File: config.mk
export PLATFORM = sky130hd
export DESIGN_NAME = svid_cmd_rx
export DESIGN_NICKNAME = d
export VERILOG_FILES = /design/src/rtl/svid_pkg.sv /design/src/rtl/svid_bus_sync.sv /design/src/rtl/svid_frame_fsm.sv /design/src/rtl/svid_rail_bank.sv /design/src/rtl/svid_cmd_rx.sv
export SDC_FILE = /design/constraint.sdc
export NUM_CORES = 1
export LEC_CHECK = 0
export ABC_AREA = 1
export ABC_CLOCK_PERIOD_IN_PS = 1600
export BUFFER_PORTS_ARGS = -buffer_cell sky130_fd_sc_hd__buf_4
export CORE_MARGIN = 3
export CORE_UTILIZATION = 42
export CTS_CLUSTER_DIAMETER = 100
export DETAILED_ROUTE_END_ITERATION = 7
export PLACE_DENSITY = 0.66
export SLEW_MARGIN = 40
export SYNTH_ARGS = -nofsm -noshare
export SYNTH_HDL_FRONTEND = slang
export SYNTH_SLANG_ARGS = --single-unit
File: constraint.sdc
create_clock -name clk -period 1.6 [get_ports clk]
set_input_delay 0.08 -clock clk [delete_from_list [all_inputs] [get_ports clk]]
set_output_delay 0.08 -clock clk [all_outputs]
set_load 0.005 [all_outputs]
File: src/rtl/svid_pkg.sv
package svid_pkg;
  localparam int BYTE_W = 8;
  localparam int ADDR_W = 7;

  typedef enum logic [2:0] {
    ST_IDLE,
    ST_ADDR,
    ST_AACK,
    ST_DATA,
    ST_DACK,
    ST_WSTOP
  } svid_st_e;
endpackage

File: src/rtl/svid_bus_sync.sv
module svid_bus_sync #(
  parameter int STAGES = 2
) (
  input  logic clk,
  input  logic rst_n,
  input  logic scl_i,
  input  logic sda_i,
  output logic sda_s,
  output logic scl_rise,
  output logic scl_fall,
  output logic start_det,
  output logic stop_det
);
  logic [STAGES-1:0] scl_q, sda_q;
  logic scl_p, sda_p;
  logic scl_s;

  always_ff @(posedge clk or negedge rst_n) begin
    if (!rst_n) begin
      scl_q <= '1;
      sda_q <= '1;
      scl_p <= 1'b1;
      sda_p <= 1'b1;
    end else begin
      scl_q <= {scl_q[STAGES-2:0], scl_i};
      sda_q <= {sda_q[STAGES-2:0], sda_i};
      scl_p <= scl_q[STAGES-1];
      sda_p <= sda_q[STAGES-1];
    end
  end

  assign scl_s     = scl_q[STAGES-1];
  assign sda_s     = sda_q[STAGES-1];
  assign scl_rise  = !scl_p && scl_s;
  assign scl_fall  = scl_p && !scl_s;
  // data edges only count while the clock stays high across both samples
  assign start_det = scl_p && scl_s && sda_p && !sda_s;
  assign stop_det  = scl_p && scl_s && !sda_p && sda_s;
endmodule

File: src/rtl/svid_frame_fsm.sv
module svid_frame_fsm
  import svid_pkg::*;
#(
  parameter int          NRAIL  = 3,
  parameter logic [2:0]  PREFIX = 3'b110
) (
  input  logic              clk,
  input  logic              rst_n,
  input  logic              sda_s,
  input  logic              scl_rise,
  input  logic              scl_fall,
  input  logic              start_det,
  input  logic              stop_det,
  output logic              sda_pull,
  output logic              addr_ok,
  output logic              commit,
  output logic [NRAIL-1:0]  sel,
  output logic [BYTE_W-1:0] data
);
  localparam int PFX_W = ADDR_W - 1 - NRAIL;
  localparam int CNT_W = $clog2(BYTE_W + 1);

  svid_st_e           state;
  logic [CNT_W-1:0]   cnt;
  logic [BYTE_W-1:0]  sh;
  logic               byte_full;

  // Address byte as shifted: [7 -: PFX_W] prefix, [NRAIL+1] reserved,
  // [NRAIL:1] rail selects, [0] read/write.
  function automatic logic addr_accept(input logic [BYTE_W-1:0] b);
    return (b[BYTE_W-1 -: PFX_W] == PREFIX[PFX_W-1:0]) && !b[0] && (|b[NRAIL:1]);
  endfunction

  assign byte_full = (cnt == CNT_W'(BYTE_W));
  assign addr_ok   = addr_accept(sh);
  assign commit    = stop_det && (state == ST_WSTOP);

  always_ff @(posedge clk or negedge rst_n) begin
    if (!rst_n) begin
      state    <= ST_IDLE;
      cnt      <= '0;
      sh       <= '0;
      sda_pull <= 1'b0;
      sel      <= '0;
      data     <= '0;
    end else if (start_det) begin
      state    <= ST_ADDR;
      cnt      <= '0;
      sda_pull <= 1'b0;
    end else if (stop_det) begin
      state    <= ST_IDLE;
      sda_pull <= 1'b0;
    end else begin
      unique case (state)
        ST_ADDR, ST_DATA: begin
          if (scl_rise && !byte_full) begin
            sh  <= {sh[BYTE_W-2:0], sda_s};
            cnt <= cnt + 1'b1;
          end else if (scl_fall && byte_full) begin
            if (state == ST_DATA) begin
              data     <= sh;
              sda_pull <= 1'b1;
              state    <= ST_DACK;
            end else if (addr_ok) begin
              sel      <= sh[NRAIL:1];
              sda_pull <= 1'b1;
              state    <= ST_AACK;
            end else begin
              state <= ST_IDLE;
            end
          end
        end
        ST_AACK: if (scl_fall) begin
          sda_pull <= 1'b0;
          cnt      <= '0;
          state    <= ST_DATA;
        end
        ST_DACK: if (scl_fall) begin
          sda_pull <= 1'b0;
          state    <= ST_WSTOP;
        end
        default: ;
      endcase
    end
  end
endmodule

File: src/rtl/svid_rail_bank.sv
module svid_rail_bank #(
  parameter int               NRAIL     = 3,
  parameter int               VID_W     = 7,
  parameter logic [VID_W-1:0] RESET_VID = '0,
  parameter logic             RESET_PSI = 1'b1
) (
  input  logic                   clk,
  input  logic                   rst_n,
  input  logic                   commit,
  input  logic [NRAIL-1:0]       sel,
  input  logic [VID_W:0]         data,
  output logic [NRAIL*VID_W-1:0] vid_o,
  output logic [NRAIL-1:0]       psi_o,
  output logic [NRAIL-1:0]       upd_o
);
  for (genvar i = 0; i < NRAIL; i++) begin : g_rail
    always_ff @(posedge clk or negedge rst_n) begin
      if (!rst_n) begin
        vid_o[i*VID_W +: VID_W] <= RESET_VID;
        psi_o[i]                <= RESET_PSI;
        upd_o[i]                <= 1'b0;
      end else begin
        upd_o[i] <= commit && sel[i];
        if (commit && sel[i]) begin
          vid_o[i*VID_W +: VID_W] <= data[VID_W-1:0];
          psi_o[i]                <= data[VID_W];
        end
      end
    end
  end
endmodule

File: src/rtl/svid_cmd_rx.sv
module svid_cmd_rx #(
  parameter int               NRAIL       = 3,
  parameter int               VID_W       = 7,
  parameter int               SYNC_STAGES = 2,
  parameter logic [2:0]       PREFIX      = 3'b110,
  parameter logic [VID_W-1:0] RESET_VID   = '0
) (
  input  logic                   clk,
  input  logic                   rst_n,
  input  logic                   scl_i,
  input  logic                   sda_i,
  output logic                   sda_pull_o,
  output logic [NRAIL*VID_W-1:0] vid_o,
  output logic [NRAIL-1:0]       psi_o,
  output logic [NRAIL-1:0]       upd_o
);
  logic sda_s, scl_rise, scl_fall, start_det, stop_det;
  logic addr_ok, commit;
  logic [NRAIL-1:0] sel;
  logic [VID_W:0]   data;

  svid_bus_sync #(.STAGES(SYNC_STAGES)) u_sync (
    .clk(clk), .rst_n(rst_n), .scl_i(scl_i), .sda_i(sda_i),
    .sda_s(sda_s), .scl_rise(scl_rise), .scl_fall(scl_fall),
    .start_det(start_det), .stop_det(stop_det)
  );

  svid_frame_fsm #(.NRAIL(NRAIL), .PREFIX(PREFIX)) u_fsm (
    .clk(clk), .rst_n(rst_n), .sda_s(sda_s),
    .scl_rise(scl_rise), .scl_fall(scl_fall),
    .start_det(start_det), .stop_det(stop_det),
    .sda_pull(sda_pull_o), .addr_ok(addr_ok), .commit(commit),
    .sel(sel), .data(data)
  );

  svid_rail_bank #(.NRAIL(NRAIL), .VID_W(VID_W), .RESET_VID(RESET_VID), .RESET_PSI(1'b1)) u_bank (
    .clk(clk), .rst_n(rst_n), .commit(commit), .sel(sel), .data(data),
    .vid_o(vid_o), .psi_o(psi_o), .upd_o(upd_o)
  );
endmodule

## Word level (Yosys, flattened, before mapping)

Cells that the tools add are included.

- Bits in registers: 60
- Input port bits: 4
- Output and inout bits: 28
- Logic and storage cells: 95

- Add/sub/neg operators: 1
- Eq/ne operators: 16
- Multiplexer cells: 22
- Bitwise logic cells: 4
- Reduce and logical (&&, ||, !) cells: 33

Operators by type and width:

| operator | number |
|---|---|
| $mux 3 | 7 |
| $mux 4 | 4 |
| $logic_and 1x1->1 | 15 |
| $ne 4x2->1 const B | 3 |
| $reduce_and 5->1 | 2 |
| $eq 3x3->1 const B | 3 |
| $pmux 3 s3 | 1 |
| $pmux 4 s2 | 1 |
| $reduce_and 4->1 | 2 |
| $mux 1 | 7 |
| $reduce_and 7->1 | 1 |
| $eq 3x2->1 const B | 2 |
| $logic_not 1->1 | 6 |
| $ne 3x2->1 const B | 2 |
| $reduce_and 6->1 | 1 |
| $ne 5x3->1 const B | 1 |
| $reduce_bool 5->1 | 1 |
| $add 4x1->4 const B | 1 |
| $eq 4x4->1 const B | 1 |
| $ne 4x1->1 const B | 1 |
| $ne 4x3->1 const B | 1 |
| $not 1->1 | 4 |
| $reduce_bool 4->1 | 1 |
| $reduce_or 2->1 | 2 |
| 6 further kinds | 6 |

## Longest topological paths before layout

- Word-level depth: 10
- Mapped depth: 11
- Mapped depth without buffers: 11

## By module

Synthesis repeated with hierarchy kept, for this count alone.

- Cells, all modules: 295
- Area total of the unflattened synthesis: 2,633.8 sq um

By module, submodules not included:

| module | times used | cells each | area an instance (sq um) | seq. area each (sq um) |
|---|---|---|---|---|
| svid_frame_fsm | 1 | 167 | 1,361.3 | 675.6 |
| svid_rail_bank | 1 | 111 | 1,073.5 | 679.4 |
| svid_bus_sync | 1 | 17 | 198.9 | 157.7 |

## Worst setup path before layout

OpenSTA, ideal clock, no wires.

- Path kind: flip-flop to flip-flop
- Start point: register u_fsm.cnt[0]
- End point: register u_fsm.data[6]
- Setup time: 0.117 ns
- Arrival time: 1.397 ns
- Data required time: 1.483 ns
- Path slack: 0.085 ns
- Stages on the path, launching flop included: 11
- Path buffers: 2
- Period minus slack after synthesis: 1.515 ns
- Cell sequence: dfrtp_1 inv_1 ha_1 nand2_1 nor2_1 nand2_1 or2_1 buf_6 buf_6 nand2_1 o21ai_2

- Word-level cells in the longest chain between the ends: 5
- Elaborated cells on any way between the ends: 6
- Classes of those cells: 1 x eq/ne; 1 x bitwise; 4 x reduce/logical

Ends and longest elaborated chain:

| what | RTL line | RTL |
|---|---|---|
| start, declared | svid_frame_fsm.sv:24 | `logic [CNT_W-1:0] cnt;` |
| start signal, assigned | svid_frame_fsm.sv:58 | `cnt <= cnt + 1'b1;` |
| $eq 4x4->1 * | svid_frame_fsm.sv:34 | `assign byte_full = (cnt == CNT_W'(BYTE_W));` |
| $logic_not 1->1 | svid_frame_fsm.sv:56 | `if (scl_rise && !byte_full) begin` |
| $logic_and 1x1->1 | svid_frame_fsm.sv:56 |  |
| $not 1->1 (no line) | -- |  |
| $reduce_and 6->1 (no line) * | -- |  |
| end signal, assigned | svid_frame_fsm.sv:61 | `data <= sh;` |
| end, declared | svid_frame_fsm.sv:18 | `output logic [BYTE_W-1:0] data` |

Mark *: on every way between the ends. The rest lies on a longest branch, timed or not.
A chain may end at the register's enable or synchronous reset.

## Worst setup path in the final report

- Start point: register u_sync.sda_q[1]
- End point: register u_bank.vid_o[17]

- Word-level cells in the longest chain between the ends: 3

Ends and longest elaborated chain:

| what | RTL line | RTL |
|---|---|---|
| start, declared | svid_bus_sync.sv:14 | `logic [STAGES-1:0] scl_q, sda_q;` |
| start signal, assigned | svid_bus_sync.sv:26 | `sda_q <= {sda_q[STAGES-2:0], sda_i};` |
| $logic_and 1x1->1 | svid_bus_sync.sv:38 | `assign stop_det = scl_p && scl_s && !sda_p && sda_s;` |
| $logic_and 1x1->1 | svid_frame_fsm.sv:36 | `assign commit = stop_det && (state == ST_WSTOP);` |
| $logic_and 1x1->1 | svid_rail_bank.sv:24 | `if (commit && sel[i]) begin` |
| end signal, assigned by index | svid_rail_bank.sv:25 | `vid_o[i*VID_W +: VID_W] <= data[VID_W-1:0];` |
| end, declared | svid_rail_bank.sv:12 | `output logic [NRAIL*VID_W-1:0] vid_o,` |

Every way passes these cells.

==> impl_metrics.ini <==
[clock_tree]
cts.sinks = 60
worstSkewPairLatency_ps = 340
cts_buffers = 9
clk_path_buf_depth = 2
cts_max_level = 3
clkTransAtPathRegs_ps = 70
cts_tree = built
cts-root-buf = clkbuf_8

[synth]
syn_inst = 287
yosys-top-cells-count = nand2_1, dfrtp_1, inv_1, o21ai_0, o21ai_1
yosysSeqAreaShare_pct = 57.8
syn_area_um2 = 2620
synth_edf_count = 0
ys.flop_type = dfrtp_1
synth_seq_cells = 60
async_reset_ff_share_pct = 100
ys_warn_count = 0
yosys.area.top_type_share_pct = 48.8
synth_top_cell_by_area = dfrtp_1
yosysMostFrequentCell = nand2_1
postSynthAreaPerCell_um2 = 9.11
ys_types = 21
syn_nets = 293
synth_area_leaders = dfrtp_1, nand2_1, dfstp_2

[layout]
final_cell_area_um2 = 3440
synthToLayoutAreaGrowth_pct = 31.7
fill_cells = 514
final_cells = 427
drive_gt1_share_pct = 32.7
nNetsFinal = 353
final_util_pct = 57.5
diodes = 0

[power]
power_frac_clock_pct = 44.0
swShare_pct = 23.4
p_int_mw = 2.61
power_density_nw_per_um2 = 992
cellLeakagePower_nw = 1.72
p_seq_share_pct = 47.6
power_switching_mw = 0.800
comb_power_share_pct = 8.4
ir_drop_mv = 0.599
power_mw = 3.41

[placed_design]
routabilityCongestion = 0.858
dpl_cell_area_um2 = 2980
place_ws_ps = 27.2
port_buffers = 31
dpl.cell_count = 394
hpwl_mm = 3.72

[detailed_routing]
finalWirelength_mm = 5.66
vias = 2101
wl_per_cell_um = 13.2
drc_errors = 0
first_pass_iters = 4
drtAntennaViolNets = 0
vias_per_cell = 4.92
dr.first_iter.drc_count = 138

[timing]
setup_viol = 4
finalCritPeriodShare_pct = 101
finalClockSkew_ps = 11.4
finalHoldViolCount = 0
drv_slew = 0
rsz0062_at_grt = true
min_period_ps = 1620
hold_slack_ps = 222
fmaxAchievable_ghz = 0.619
final.setup.tns_ps = -33.6
relSlewSlack_pct = 71.6
tightest_slew_ps = 426
fin_ws_ps = -16.2

[grt]
overflow = 0
grt_pass1_vias = 2006
grt_use_total_pct = 16.1
antenna_found_initial = 0
grt_max_degree = 33
grt_pass1_wl_mm = 9.20

[floorplan]
die_area_um2 = 7210
core-area_um2 = 5990
ioPinCount = 32
start_util_pct = 43.7
rows = 28
dieWidth_um = 84.9
fp.dieH_um = 84.9

[worst_setup_path]
arrival_ps = 1880
critPathRequiredTime_ps = 1870
crit_path_start_kind = flip-flop
end_kind = flip-flop
crit_fanout = 12
crit_type = reg -> reg

[run]
cap_viol_max_count = 0

[status]
outcome = finished with violations
violations = negative setup slack

[worst_hold_path]
timing.hold.worst.class = in -> async
[final timing paths]
kind,startpoint,end,slack [ps],depth (start not counted)
worst max-delay path,u_sync.sda_q[1]$_DFF_PN1_,u_bank.vid_o[17]$_DFFE_PN0P_,-20,8
worst min-delay path,rst_n,u_fsm.sda_pull$_DFFE_PN0P_,220,2
worst max register to register,u_sync.sda_q[1]$_DFF_PN1_,u_bank.vid_o[17]$_DFFE_PN0P_,-20,8
worst min register to register,u_sync.sda_q[0]$_DFF_PN1_,u_sync.sda_q[1]$_DFF_PN1_,360,0
max in group asynchronous,rst_n,u_bank.psi_o[1]$_DFFE_PN1P_,810,3
min in group clk,u_sync.sda_q[0]$_DFF_PN1_,u_sync.sda_q[1]$_DFF_PN1_,360,0
[layer usage]
| metal | wire length [µm] | vias up | global-route usage [%] |
|---|---|---|---|
| li1 | - | 1053 | - |
| met1 | 2680 | 998 | 22.0 |
| met2 | 2680 | 44 | 23.7 |
| met3 | 241 | 6 | 5.44 |
| met4 | 50 | 0 | 6.04 |
| met5 | 0 | - | 0 |
[flip-flops by register name, indices dropped and copies added, names as in the netlist]
name and count:
u_bank.vid_o 21, u_fsm.data 8, u_fsm.sh 8, u_fsm.cnt 4, u_bank.psi_o 3, u_bank.upd_o 3, u_fsm.sel 3, u_fsm.state 3
u_sync.scl_q 2, u_sync.sda_q 2, u_fsm.sda_pull 1, u_sync.scl_p 1, u_sync.sda_p 1
[cell usage in the layout (no fill, tap or decap)]
| cell type | Yosys | layout |
|---|---|---|
| nor2_1 | 14 | 8 |
| nand2_2 | 1 | 4 |
| ha_1 | 2 | 2 |
| inv_2 | 0 | 3 |
| nand2_1 | 100 | 97 |
| nand3_2 | 0 | 2 |
| nand3_4 | 1 | 1 |
| buf_4 | 0 | 46 |
| inv_1 | 23 | 20 |
| dfstp_2 | 9 | 9 |
| buf_12 | 0 | 3 |
| clkbuf_8 | 0 | 10 |
| a21oi_1 | 3 | 3 |
| o21ai_0 | 22 | 22 |
| o21ai_1 | 21 | 12 |
| nand4_4 | 1 | 1 |
| nor2_4 | 4 | 6 |
| dfrtp_1 | 51 | 50 |
| clkinvlp_4 | 0 | 1 |
| o21ai_2 | 8 | 17 |
| or2_4 | 0 | 1 |
| bufinv_16 | 0 | 2 |
| dfrtp_2 | 0 | 1 |
| nor2_2 | 1 | 5 |
| nand3_1 | 15 | 13 |
| clkinv_2 | 0 | 1 |
| clkbuf_1 | 1 | 2 |
| xor2_1 | 2 | 2 |
| clkbuf_16 | 0 | 2 |
| nand4_1 | 3 | 3 |
| dlygate4sd3_1 | 0 | 3 |
[power groups by stage]
stage | clock, mW | sequential (mW) | combinational [mW]
after floorplan | 0 | 1.65 | 0.147
after global placement | 0 | 1.65 | 0.260
after detailed placement | 0 | 1.65 | 0.264
after CTS | 1.52 | 1.62 | 0.273
after global routing | 1.60 | 1.63 | 0.336
final | 1.50 | 1.63 | 0.288
[logic make-up (layout without fill, tap and decap cells)]
group	count (synthesis)	after routing	share of synthesized area (%)
and+or+nand+nor	141	141	23.9
adders and majority gates	2	2	0.957
xor gates and xnor gates	2	2	0.670
DFF	60	60	57.8
AOI/OAI and AO/OA	54	54	11.5
buffers and inverters	28	93	5.17
[layout make-up]
cell class / count / area [µm²] / share of cell area (%)
clock buffers: 12 / 145 / 4.22
clock inverters: 4 / 72.6 / 2.11
inverters: 23 / 86.3 / 2.51
multi-input cells: 199 / 1050 / 30.4
flip-flops and latches: 60 / 1510 / 44.0
well taps: 75 / 93.8 / 2.73
repair buffers: 54 / 485 / 14.1
[repair_timing]
action                                 in CTS  in global routing
setup endpoints to repair                   0                 46
resized for setup                           0                 29
endpoints found under the hold margin      27                  0
hold buffers                                3                  0
buffers inserted                            0                 12
[critical path, stage by stage (launching register included)]
cell and delay (ps):
dfstp_2 590, nand4_4 170, nor2_4 130, nand3_4 80, buf_12 160, nor2_4 140
buf_4 160, nand2_1 50, nand2_1 60
No activity file was read; power rests on OpenSTA's default activity.
